File: config.mk
export PLATFORM = sky130hd
export DESIGN_NAME = led_chain_ctrl
export DESIGN_NICKNAME = d
export VERILOG_FILES = /design/src/rtl/led_chain_pkg.sv /design/src/rtl/led_phase_timer.sv /design/src/rtl/led_frame_shifter.sv /design/src/rtl/led_blank_timer.sv /design/src/rtl/led_chain_ctrl.sv
export SDC_FILE = /design/constraint.sdc
export NUM_CORES = 1
export LEC_CHECK = 0
export BUFFER_PORTS_ARGS = -buffer_cell sky130_fd_sc_hd__buf_2
export CELL_PAD_IN_SITES_DETAIL_PLACEMENT = 0
export CELL_PAD_IN_SITES_GLOBAL_PLACEMENT = 1
export CORE_ASPECT_RATIO = 1.25
export CORE_UTILIZATION = 30
export CTS_CLUSTER_DIAMETER = 30
export DETAILED_ROUTE_END_ITERATION = 6
export MAX_ROUTING_LAYER = met4
export PLACE_DENSITY_LB_ADDON = 0.3
export SKIP_CTS_REPAIR_TIMING = 1
export SLEW_MARGIN = 10
export SYNTH_ARGS = -nofsm -noshare
export SYNTH_HDL_FRONTEND = slang
export SYNTH_SLANG_ARGS = --single-unit
File: constraint.sdc
create_clock -name clk -period 6.27 [get_ports clk]
set_input_delay 1.254 -clock clk [delete_from_list [all_inputs] [get_ports clk]]
set_output_delay 1.254 -clock clk [all_outputs]
set_load 0.01 [all_outputs]
File: src/rtl/led_chain_pkg.sv
// Shared types and elaboration-time helpers for the LED chain controller.
// Assumes all timing inputs are positive integers in picoseconds.
package led_chain_pkg;

    typedef enum logic [2:0] {
        ST_IDLE,
        ST_LOW,
        ST_HIGH,
        ST_GAP,
        ST_LATCH,
        ST_HOLD
    } ctrl_state_t;

    // Integer division rounded up, for turning a time into whole cycles.
    function automatic int ceil_div(input int num, input int den);
        return (num + den - 1) / den;
    endfunction

    function automatic int max2(input int a, input int b);
        return (a > b) ? a : b;
    endfunction

endpackage

File: src/rtl/led_phase_timer.sv
// Reloadable down-counter that times one phase of the serial sequence.
// Loading value v makes `expired` rise v cycles later.
// Assumes the load value fits in W bits.
module led_phase_timer #(
    parameter int W = 8
) (
    input  logic         clk,
    input  logic         rst_n,
    input  logic         load,
    input  logic [W-1:0] load_val,
    output logic         expired
);

    logic [W-1:0] cnt_q;

    // Load a new phase length or count down towards zero.
    always_ff @(posedge clk) begin
        if (!rst_n)
            cnt_q <= '0;
        else if (load)
            cnt_q <= load_val;
        else if (cnt_q != '0)
            cnt_q <= cnt_q - 1'b1;
    end

    assign expired = (cnt_q == '0);

endmodule

File: src/rtl/led_frame_shifter.sv
// Holds the accepted frame and presents it MSB-first on a registered data bit.
// `last` flags that the bit now on sd is the final one of the frame.
// Assumes FW >= 2 and that shift is never asked for on the last bit.
module led_frame_shifter #(
    parameter int FW = 32,
    localparam int IW = $clog2(FW)
) (
    input  logic          clk,
    input  logic          rst_n,
    input  logic          load,
    input  logic [FW-1:0] frame,
    input  logic          shift,
    output logic          sd,
    output logic          last
);

    logic [FW-1:0] shreg_q;
    logic [IW-1:0] remain_q;

    // Capture a frame or advance one bit towards the LSB.
    always_ff @(posedge clk) begin
        if (!rst_n) begin
            shreg_q  <= '0;
            remain_q <= '0;
            sd       <= 1'b0;
        end else if (load) begin
            shreg_q  <= frame;
            remain_q <= IW'(FW - 1);
            sd       <= frame[FW-1];
        end else if (shift) begin
            shreg_q  <= {shreg_q[FW-2:0], 1'b0};
            remain_q <= remain_q - 1'b1;
            sd       <= shreg_q[FW-2];
        end
    end

    assign last = (remain_q == '0);


    shift_in_range_chk: assert property (@(posedge clk) disable iff (!rst_n)
        shift |-> !last)
        else $error("shift requested past the last frame bit");

endmodule

File: src/rtl/led_blank_timer.sv
// Measures how long the blanking line has been high and reports once the
// minimum blanking width is met, so the line may be dropped on that edge.
// Assumes BLANK_CYC >= 1; the count saturates and clears while oe is low.
module led_blank_timer #(
    parameter int BLANK_CYC = 900,
    localparam int CW = $clog2(BLANK_CYC + 1)
) (
    input  logic clk,
    input  logic rst_n,
    input  logic oe,
    output logic done
);

    logic [CW-1:0] cnt_q;

    // Count cycles of blanking, holding at the threshold.
    always_ff @(posedge clk) begin
        if (!rst_n || !oe)
            cnt_q <= '0;
        else if (!done)
            cnt_q <= cnt_q + 1'b1;
    end

    assign done = (cnt_q >= CW'(BLANK_CYC - 1));

endmodule

File: src/rtl/led_chain_ctrl.sv
// Top of the LED chain controller. Takes a frame on valid/ready, optionally
// raises blanking, shifts the frame out, pulses the latch strobe and then
// releases blanking. Every phase length is a whole number of clock cycles,
// derived at elaboration from the clock period and the driver minimums.
// Assumes all outputs go straight to the pads through registers.
module led_chain_ctrl
    import led_chain_pkg::*;
#(
    parameter int N_DEV     = 2,
    parameter int CLK_PS    = 5000,
    parameter int SETUP_PS  = 60000,
    parameter int HOLD_PS   = 20000,
    parameter int PW_PS     = 50000,
    parameter int MINPER_PS = 100000,
    parameter int SEP_PS    = 100000,
    parameter int LEW_PS    = 100000,
    parameter int BLANK_PS  = 4500000,
    localparam int FRAME_W  = 16 * N_DEV
) (
    input  logic               clk,
    input  logic               rst_n,
    input  logic               s_valid,
    output logic               s_ready,
    input  logic [FRAME_W-1:0] s_data,
    input  logic               s_blank,
    output logic               busy,
    output logic               sd_o,
    output logic               sclk_o,
    output logic               le_o,
    output logic               oe_o
);

    localparam int HI_CYC  = max2(max2(ceil_div(PW_PS, CLK_PS), ceil_div(HOLD_PS, CLK_PS)), 1);
    localparam int LO_BASE = max2(max2(ceil_div(SETUP_PS, CLK_PS), ceil_div(PW_PS, CLK_PS)), 1);
    localparam int PER_CYC = ceil_div(MINPER_PS, CLK_PS);
    localparam int LO_CYC  = (LO_BASE + HI_CYC < PER_CYC) ? (PER_CYC - HI_CYC) : LO_BASE;
    localparam int GAP_CYC = max2(ceil_div(SEP_PS, CLK_PS), 1);
    localparam int LE_CYC  = max2(ceil_div(LEW_PS, CLK_PS), 1);
    localparam int BLK_CYC = max2(ceil_div(BLANK_PS, CLK_PS), 1);
    localparam int TMAX    = max2(max2(LO_CYC, HI_CYC), max2(GAP_CYC, LE_CYC));
    localparam int TW      = $clog2(TMAX + 1);

    ctrl_state_t   st_q, st_d;
    logic          sclk_q, sclk_d;
    logic          le_q, le_d;
    logic          oe_q, oe_d;
    logic          tmr_load;
    logic [TW-1:0] tmr_val;
    logic          tmr_expired;
    logic          sh_load, sh_shift, sh_last;
    logic          sd;
    logic          blank_done;

    led_phase_timer #(.W(TW)) u_timer (
        .clk      (clk),
        .rst_n    (rst_n),
        .load     (tmr_load),
        .load_val (tmr_val),
        .expired  (tmr_expired)
    );

    led_frame_shifter #(.FW(FRAME_W)) u_shifter (
        .clk   (clk),
        .rst_n (rst_n),
        .load  (sh_load),
        .frame (s_data),
        .shift (sh_shift),
        .sd    (sd),
        .last  (sh_last)
    );

    led_blank_timer #(.BLANK_CYC(BLK_CYC)) u_blank (
        .clk   (clk),
        .rst_n (rst_n),
        .oe    (oe_q),
        .done  (blank_done)
    );

    // Sequence control: choose the next state, line levels and phase reloads.
    always_comb begin
        st_d     = st_q;
        sclk_d   = sclk_q;
        le_d     = le_q;
        oe_d     = oe_q;
        tmr_load = 1'b0;
        tmr_val  = '0;
        sh_load  = 1'b0;
        sh_shift = 1'b0;
        unique case (st_q)
            ST_IDLE: if (s_valid) begin
                sh_load  = 1'b1;
                tmr_load = 1'b1;
                tmr_val  = TW'(LO_CYC - 1);
                if (s_blank) oe_d = 1'b1;
                st_d     = ST_LOW;
            end
            ST_LOW: if (tmr_expired) begin
                sclk_d   = 1'b1;
                tmr_load = 1'b1;
                tmr_val  = TW'(HI_CYC - 1);
                st_d     = ST_HIGH;
            end
            ST_HIGH: if (tmr_expired) begin
                sclk_d   = 1'b0;
                tmr_load = 1'b1;
                if (sh_last) begin
                    tmr_val = TW'(GAP_CYC - 1);
                    st_d    = ST_GAP;
                end else begin
                    sh_shift = 1'b1;
                    tmr_val  = TW'(LO_CYC - 1);
                    st_d     = ST_LOW;
                end
            end
            ST_GAP: if (tmr_expired) begin
                le_d     = 1'b1;
                tmr_load = 1'b1;
                tmr_val  = TW'(LE_CYC - 1);
                st_d     = ST_LATCH;
            end
            ST_LATCH: if (tmr_expired) begin
                le_d = 1'b0;
                st_d = ST_HOLD;
            end
            ST_HOLD: if (!oe_q || blank_done) begin
                oe_d = 1'b0;
                st_d = ST_IDLE;
            end
            default: st_d = ST_IDLE;
        endcase
    end

    // State and output registers; reset leaves the display blanked.
    always_ff @(posedge clk) begin
        if (!rst_n) begin
            st_q   <= ST_IDLE;
            sclk_q <= 1'b0;
            le_q   <= 1'b0;
            oe_q   <= 1'b1;
        end else begin
            st_q   <= st_d;
            sclk_q <= sclk_d;
            le_q   <= le_d;
            oe_q   <= oe_d;
        end
    end

    assign s_ready = (st_q == ST_IDLE);
    assign busy    = (st_q != ST_IDLE);
    assign sd_o    = sd;
    assign sclk_o  = sclk_q;
    assign le_o    = le_q;
    assign oe_o    = oe_q;


    clk_strobe_excl_chk: assert property (@(posedge clk) disable iff (!rst_n)
        !(sclk_q && le_q))
        else $error("shift clock high during latch strobe");


    accept_drops_ready_chk: assert property (@(posedge clk) disable iff (!rst_n)
        (s_valid && s_ready) |=> (busy && !s_ready))
        else $error("ready still high after frame accepted");


    data_setup_chk: assert property (@(posedge clk) disable iff (!rst_n)
        $rose(sclk_q) |-> $stable(sd))
        else $error("data changed with rising shift clock");


    strobe_width_chk: assert property (@(posedge clk) disable iff (!rst_n)
        $rose(le_q) |=> le_q)
        else $error("latch strobe shorter than two cycles");


    blank_release_chk: assert property (@(posedge clk) disable iff (!rst_n)
        $fell(oe_q) |-> blank_done)
        else $error("blanking released before minimum width");


    no_blank_low_chk: assert property (@(posedge clk) disable iff (!rst_n)
        (s_valid && s_ready && !s_blank && !oe_q) |=> !oe_q)
        else $error("blanking raised for unblanked frame");

endmodule

After elaboration in Yosys (flattened, before gate mapping)
Cells that the tools add are included.

Add/subtract/negate cells: 3. Multipliers: 0. Div/mod/pow operators: 0. Magnitude comparators: 1. Equal/unequal tests: 12. Shifts and indexed selects: 0. Muxes and demuxes: 37. Bitwise logic cells: 0. Reductions and logical operators: 19.

Operators by type and width (number): $mux W31 (2); $mux W5 (7); $pmux W5 S4 (1); $mux W3 (6); $pmux W3 S6 (1); $mux W1 (13); $ne A2 B2 Y1 const B (6); $add A10 B1 Y10 const B (1); $ge A10 B10 Y1 const B (1); $logic_not A5 Y1 (2); $reduce_bool A2 Y1 (5); $sub A5 B1 Y5 const B (2); $mux W4 (2); $pmux W1 S2 (4); $eq A3 B2 Y1 const B (2); $eq A3 B3 Y1 const B (2); $reduce_and A3 Y1 (2); $reduce_and A6 Y1 (1); $reduce_bool A5 Y1 (1); $reduce_and A4 Y1 (1); $eq A3 B1 Y1 const B (1); $logic_not A3 Y1 (1); $reduce_bool A3 Y1 (1); $reduce_or A3 Y1 (1); other kinds (4) (6).

Register bits: 58. Bits in latches: 0. Memory bits (writable): 0. Bits in read-only memories: 0. Word-level logic and storage cells: 81. Memories: 0.

Longest topological paths before layout
Gate-level depths: netlist (run 1).

Word-level depth: 6. Gate-level depth with buffers: 8. Gate-level depth less buffers: 6.

Hierarchy
A second synthesis (run 1) with hierarchy kept.

Cell total of the unflattened synthesis: 342. Area, all modules: 2985.4 um2.

Modules (own cells, without submodules): led_frame_shifter (instances 1, cells an instance 197, area an instance 1810.5 um2, sequential area each 740.7 um2); led_blank_timer (instances 1, cells an instance 48, area an instance 444.2 um2, sequential area each 200.2 um2); led_chain_ctrl (instances 1, cells an instance 63, area an instance 430.4 um2, sequential area each 120.1 um2); led_phase_timer (instances 1, cells an instance 34, area an instance 300.3 um2, sequential area each 100.1 um2).

Worst setup path before layout (run 1)
OpenSTA, ideal clock, no wires.

Kind: register -> output. Start: register st_q[0]. End: output port s_ready. Arrival: 0.915 ns. Required time: 5.016 ns. Slack: 4.101 ns. Cell stages (with the launch flop): 3. Path buffers: 0. Cell sequence: dfxtp_1 -> or3_1 -> inv_1.

Cells in the longest elaborated chain, start to end: 1.

RTL lines: start, declared (line led_chain_ctrl.sv:43) `ctrl_state_t st_q, st_d;`; start signal, assigned (line led_chain_ctrl.sv:141) `st_q <= st_d;`; $logic_not A3 Y1 (line led_chain_ctrl.sv:148) `assign s_ready = (st_q == ST_IDLE);`; end, declared (line led_chain_ctrl.sv:23) `output logic s_ready,`.

Every way passes these cells.

Worst setup path in the final report (run 1)
Same ends and word-level chain as after synthesis.

==> results of run 1 <==
## power by group through the flow
stage | Clock (mW) | Combinational, mW | Sequential, mW
6_report | 0.389 | 0.220 | 0.462
5_1_grt | 0.420 | 0.253 | 0.469
4_1_cts | 0.401 | 0.225 | 0.462
3_5_place_dp | 0 | 0.224 | 0.469
3_3_place_gp | 0 | 0.221 | 0.468
2_1_floorplan | 0 | 0.174 | 0.457
## cells in the final DEF (no fill, tap or decap), types with 2 or more instances in the layout
master	instances
nand3_1	7
a311oi_1	3
buf_2	41
a21oi_1	7
xor2_1	6
clkbuf_8	10
inv_1	7
and3_1	2
clkinvlp_4	4
nor3b_1	2
dfxtp_1	58
ha_1	5
o21ai_0	42
nand2_1	43
bufinv_16	2
or3_1	4
a211oi_1	4
nor2_1	34
xnor2_1	3
nand4_1	2
nor2b_1	2
buf_4	4
mux2i_1	3
a31oi_1	18
nor3_1	41
## cell type report
type / instances / area (um2) / share of cell area, %
clock inverter: 6 / 90.1 / 2.83
timing repair buffer: 45 / 235 / 7.39
clock buffer: 10 / 138 / 4.32
inverter: 7 / 26.3 / 0.825
tap: 120 / 150 / 4.72
multi-input combinational: 248 / 1380 / 43.5
sequential: 58 / 1160 / 36.5
## final timing paths
kind | start | to | slack [ns] | cells after the start
worst min register to register | u_shifter.shreg_q[4] | u_shifter.shreg_q[5] | 0.47 | 2
worst max register to register | u_timer.cnt_q[0] | u_shifter.remain_q[4] | 3.79 | 7
worst min-delay path | u_shifter.shreg_q[4] | u_shifter.shreg_q[5] | 0.47 | 2
worst max-delay path | st_q[0] | s_ready | 3.53 | 3
## cells by family (layout without fill, tap and decap cells)
group,after synthesis,in the layout,share of synthesized area (%)
and+or+nand+nor,149,149,27.4
buffers and inverters,30,68,4.55
adders and majority gates,5,5,2.35
muxes,3,3,1.13
xor gates and xnor gates,9,9,2.96
AOI/OAI and AO/OA,82,82,18.1
DFF,58,58,43.5
## synth_stat cells, drive strengths merged, types with 3 or more instances
library cell  number  area (um2)
nor4b              3        47.5
a31oi             18         113
nor2              34         128
ha                 5        62.6
a211oi             4        30.0
a21oi              7        35.0
a311oi             3        26.3
mux2i              3        30.0
dfxtp             58        1160
nor3              41         205
nand3              7        35.0
o21ai             42         210
xor2               6        52.6
buf                5        27.5
inv                7        26.3
clkbuf            18        67.6
xnor2              3        26.3
nand2             43         161
or3                4        25.0
## layer usage
metal | vias to the layer above | global-route usage, % | routed length (um)
met1 | 1129 | 18.1 | 2970
met5 | - | - | 0
li1 | 1260 | - | -
met4 | 0 | 6.07 | 91
met2 | 50 | 23.9 | 2890
met3 | 8 | 3.37 | 238
## flip-flops by register name (all words and copies together), names as in the netlist
name	count
u_timer.cnt_q	5
le_o	1
oe_o	1
u_shifter.shreg_q	31
sclk_o	1
u_shifter.remain_q	5
u_blank.cnt_q	10
st_q	3
u_shifter.sd	1
## worst max-delay path, cell delays in order, from the launching register on
cell and delay, ns:
dfxtp_1 0.47, or3_1 0.45, inv_1 0.10, buf_2 0.13
## through the flow
stage	power, mW	cells
floorplan	0.631	336
global placement	0.688	478
detailed placement	0.693	478
CTS	1.09	494
global route	1.14	494
finish	1.07	494
==> results.cfg, run 1 <==
[placement]
dp_hpwl_um = 3930
dpl_worst_slack_ns = 3.44
gp_congestion = 0.728
placed_cell_area_um2 = 2960
io_buffers = 41

[synth]
synth-edff-count = 0
syn_area_um2 = 2670
yosysWarnings = 0
ys.flop_type = dfxtp_1
synth_async_sr_flop_share_pct = 0
syn_nets = 377
syn_inst = 336
syn_avg_cell_area_um2 = 7.94
ys_seq_area_share_pct = 43.5
yosysUniqueCellTypes = 43
ys_seq_elements = 58

[clock_tree]
numCtsBuffers = 9
root_buffer = clkbuf_8
cts_tree = done
cts.clk_slew.worst_paths_ns = 0.08
clock-sinks = 58
htreeDepth = 3
insertion_delay_ns = 0.33
cts.path.max_buffers = 2

[setup_path]
crit_type = reg -> out
required_ns = 5.02
start_kind = flip-flop
crit_path_end_kind = output pin
critPathMaxFanout = 16
crit_arrival_ns = 1.49

[min_path]
hp-class = reg -> reg

[job]
maxCapViolCount = 0

[final_layout]
nNetsFinal = 410
layout-drive-gt1-share_pct = 17.4
synthToLayoutAreaGrowth_pct = 19.4
diodes = 0
fin_util_pct = 36.8
stdcell_area_um2 = 3180
fillCellCount = 980

[floorplan]
die_x_um = 86.3
placementRows = 38
initial_core_util_pct = 30.8
die_h_um = 107
io_pins = 42
dieArea_um2 = 9270
core_area_um2 = 8650

[pwr]
ir_worst_vdd_uv = 124
powerDensity_nw_per_um2 = 336
pwr-share-clk_pct = 36.3
combPwrFrac_pct = 20.6
swShare_pct = 30.1
power.internal_mw = 0.749
p_seq_share_pct = 43.1
p_leak_nw = 1.22
p_sw_mw = 0.322

[timing]
finClkSkew_ns = 0.0113
slew_violations = 0
max_freq_ghz = 0.365
finalCritPeriodShare_pct = 43.7
final.setup.tns_ns = 0
fin_crit_ns = 2.74
grt_setup_unrepaired = false
worst_slack_ns = 3.53
hold_viol = 0
hold_ws_ns = 0.469
setup_viol = 0
slew_headroom_pct = 43.7
tightest_slew_ns = 0.842

[routing]
routed_wl_um = 6190
drt-initial-drc-count = 87
vias = 2447
wl_per_cell_um = 12.5
antenna_left = 0
drc = 0
dr.pass1.iters = 6
vias_per_cell = 4.95

[global_routing]
antenna_found_initial = 0
track_usage_pct = 14.9
grt_pass1_vias = 2359
grt_start_max_net_pins = 53
overflow = 0
grt_pass1_wl_um = 10700

[run_status]
status = completed
Power figures use the tool's default switching activity.
==> inputs of run 2 (changes only) <==
- clock period: 6.27 -> 2.35 ns (I/O delays scaled with it)
==> results.cfg, run 2 (synthesis gave the netlist of run 1 again) <==
[setup_path]
crit_path_end_kind = flip-flop
cpPeakStageDelay_ns = 0.51
crit_chain = inv_1 > ha_1 > or4b_1 > nor4b_4 > buf_12 > a211oi_1 > a311oi_1
start_kind = flip-flop
slowest_stage = or4b_1
reg2reg_setup_slack_ns = 0.20
cp_top_family = simple AND/OR/NAND/NOR gates
crit_arrival_ns = 2.40
required_ns = 2.60
critPathMaxFanout = 40
crit_type = reg -> reg
path_buf_inv = 2

[placement]
dp_hpwl_um = 4160
io_buffers = 41
place_inst = 487
gp_congestion = 0.786
dpl_worst_slack_ns = 0.227
placed_cell_area_um2 = 3050

[timing]
setup_viol = 0
hold_ws_ns = 0.378
final.setup.tns_ns = 0
hold_viol = 0
worst_slack_ns = 0.204
fin_crit_ns = 2.15
slew_violations = 0
max_freq_ghz = 0.466
grt_setup_unrepaired = false
slew_headroom_pct = 70.0
finClkSkew_ns = 0.00514
tightest_slew_ns = 0.444
finalCritPeriodShare_pct = 91.3

[routing]
drt-initial-drc-count = 113
antenna_left = 0
drc = 0
routed_wl_um = 6320
vias_per_cell = 4.97
wl_per_cell_um = 12.6
dr.pass1.iters = 4
vias = 2495

[final_layout]
stdcell_count = 502
stdcell_area_um2 = 3250
layout-drive-gt1-share_pct = 18.8
regMostFlops = u_shifter.shreg_q
nNetsFinal = 419
final_cell_mix = dfxtp_1 (58), nand2_1 (43), o21ai_0 (42)
largest_reg_flops = 31
diodes = 0
final_common_cell = dfxtp_1
synthToLayoutAreaGrowth_pct = 22.0
fin_util_pct = 37.6
reg_top3 = u_shifter.shreg_q (31), u_blank.cnt_q (10)

[clock_tree]
htreeDepth = 3
numCtsBuffers = 9
root_buffer = clkbuf_8
cts_tree = done
insertion_delay_ns = 0.34
cts.clk_slew.worst_paths_ns = 0.07
cts.path.max_buffers = 2
clock-sinks = 58

[global_routing]
antenna_found_initial = 0
track_usage_pct = 15.1
grt_pass1_vias = 2283
grt_start_max_net_pins = 41
overflow = 0
grt_pass1_wl_um = 10600

[min_path]
hp-class = in -> reg

[floorplan]
core_area_um2 = 8650
placementRows = 38
dieArea_um2 = 9270
io_pins = 42
die_x_um = 86.3
initial_core_util_pct = 30.8
die_h_um = 107

[job]
maxCapViolCount = 0

[pwr]
ir_worst_vdd_uv = 417
powerDensity_nw_per_um2 = 871
finalPower_mw = 2.83
p_leak_nw = 1.28

[run_status]
status = completed
## run 2: cell count changes in the layout (fill, tap and decap cells not counted), sizes merged
cell,delta
buf,+9
clkinvlp,-4
clkbuf,+3
bufinv,-1
clkinv,+1
## run 2: layer usage
metal / GRT usage (%) / part of all wire (%)
met1: 18.3 / 49
met2: 23.6 / 44
met3: 3.37 / 4.5
met4: 7.50 / 1.6
met5: - / 0
## run 2: tightest hold or removal path, stage by stage
cell and delay, ns:
buf_2 0.11, nand2_1 0.05, a21oi_1 0.05
## run 2: area by class of cell
class                   instances  area, um2
fillers                       933       5400
multi-input cells             248       1380
flip-flops and latches         58       1160
repair buffers                 54        328
clock buffers                  13        169
well taps                     120        150
clock inverters                 2       35.0
inverters                       7       26.3
## run 2: worst paths after layout
check                    from               endpoint  depth (start not counted)
max reg2reg  u_timer.cnt_q[0]  u_shifter.remain_q[4]                          7
min reg2reg      u_shifter.sd           u_shifter.sd                          2
max          u_timer.cnt_q[0]  u_shifter.remain_q[4]                          7
min                 s_data[0]   u_shifter.shreg_q[0]                          3
## run 2: power by group
part / switching [mW] / total (mW) / internal (mW) / leakage [nW]
Clock: 0.395 / 0.965 / 0.570 / 0.106
Combinational: 0.364 / 0.652 / 0.289 / 0.696
Sequential: 0.0949 / 1.21 / 1.12 / 0.479
==> inputs of run 3 (changes only) <==
- CELL_PAD_IN_SITES_GLOBAL_PLACEMENT: 1 -> 2
- CORE_UTILIZATION: 30 -> 29
- HOLD_SLACK_MARGIN: not set -> 0.1
- PLACE_DENSITY: not set -> 0.82
- PLACE_DENSITY_LB_ADDON: 0.3 -> not set
==> results.cfg, run 3 (synthesis gave the netlist of run 1 again) <==
[final_layout]
largest_reg_flops = 31
diodes = 0
layout-drive-gt1-share_pct = 18.6
stdcell_area_um2 = 3270
reg_top3 = u_shifter.shreg_q (31), u_blank.cnt_q (10)
nNetsFinal = 417
fin_util_pct = 37.2
final_cell_mix = dfxtp_1 (58), nand2_1 (43), o21ai_0 (42)
regMostFlops = u_shifter.shreg_q
synthToLayoutAreaGrowth_pct = 22.8
final_common_cell = dfxtp_1

[global_routing]
grt_start_max_net_pins = 53
overflow = 0
antenna_found_initial = 0
track_usage_pct = 15.0
grt_pass1_vias = 2372
grt_pass1_wl_um = 10900

[clock_tree]
numCtsBuffers = 9
clock-sinks = 58
cts.path.max_buffers = 2
insertion_delay_ns = 0.33
root_buffer = clkbuf_8
cts.clk_slew.worst_paths_ns = 0.07
cts_tree = done
htreeDepth = 3

[setup_path]
required_ns = 2.60
critPathMaxFanout = 40
crit_type = reg -> reg
crit_path_end_kind = flip-flop
start_kind = flip-flop
crit_arrival_ns = 2.43

[floorplan]
core_area_um2 = 8800
die_h_um = 109
dieArea_um2 = 9580
io_pins = 42
die_x_um = 87.8
initial_core_util_pct = 30.3
placementRows = 38

[min_path]
hp-class = in -> reg

[routing]
vias = 2467
vias_per_cell = 4.92
wl_per_cell_um = 12.9
routed_wl_um = 6480
drt-initial-drc-count = 79
drc = 0
antenna_left = 0
dr.pass1.iters = 4

[pwr]
p_leak_nw = 1.28
powerDensity_nw_per_um2 = 890
ir_worst_vdd_uv = 344

[placement]
placed_cell_area_um2 = 3050
dp_hpwl_um = 4210
io_buffers = 41
gp_congestion = 0.771

[job]
maxCapViolCount = 0

[timing]
slew_headroom_pct = 70.7
fin_crit_ns = 2.18
hold_ws_ns = 0.396
grt_setup_unrepaired = false
hold_viol = 0
setup_viol = 0
final.setup.tns_ns = 0
max_freq_ghz = 0.459
finalCritPeriodShare_pct = 92.7
slew_violations = 0
finClkSkew_ns = 0.00525
tightest_slew_ns = 0.433

[run_status]
status = completed
run 3: final timing paths:
kind	start	endpoint	slack, ns	cells past startpoint
max	u_timer.cnt_q[0]	u_shifter.remain_q[4]	0.17	7
min	s_data[0]	u_shifter.shreg_q[0]	0.40	3
max reg2reg	u_timer.cnt_q[0]	u_shifter.remain_q[4]	0.17	7
min reg2reg	u_shifter.shreg_q[19]	u_shifter.shreg_q[20]	0.47	2
run 3: routing by layer:
layer  share of wire [%]  vias to the layer above  track usage (%)  routed length (um)
met5                   0                        -                -                   0
met4                 1.7                        0             6.32                 109
met3                 3.6                       11             3.79                 232
met2                  47                       45             24.0                3030
met1                  48                     1132             17.9                3110
li1                    -                     1279                -                   -
run 3: power breakdown:
part | internal (mW) | leakage, nW | switching (mW)
sequential | 1.12 | 0.479 | 0.103
combinational | 0.298 | 0.695 | 0.368
clock | 0.623 | 0.109 | 0.403
run 3: area by class of cell:
cell class	count	area, um2
sequential	58	1160
tap	120	150
clock inverter	5	77.6
multi-input combinational	248	1390
clock buffer	11	141
timing repair buffer	52	325
inverter	7	26.3
fill	933	5520
run 3: critical path, stage by stage (launching register included):
cell      delay (ns)
dfxtp_1         0.33
inv_1           0.12
ha_1            0.21
or4b_1          0.52
nor4b_4         0.33
buf_12          0.24
a211oi_1        0.10
a311oi_1        0.23
run 3: per-stage QoR:
stage,std cells,worst slack [ns],power [mW]
final,501,0.172,2.91
after global routing,501,0.0647,3.10
after CTS,501,0.156,2.94
after detailed placement,485,0.191,1.90
after global placement,485,0.248,1.89
after floorplan,336,0.352,1.68
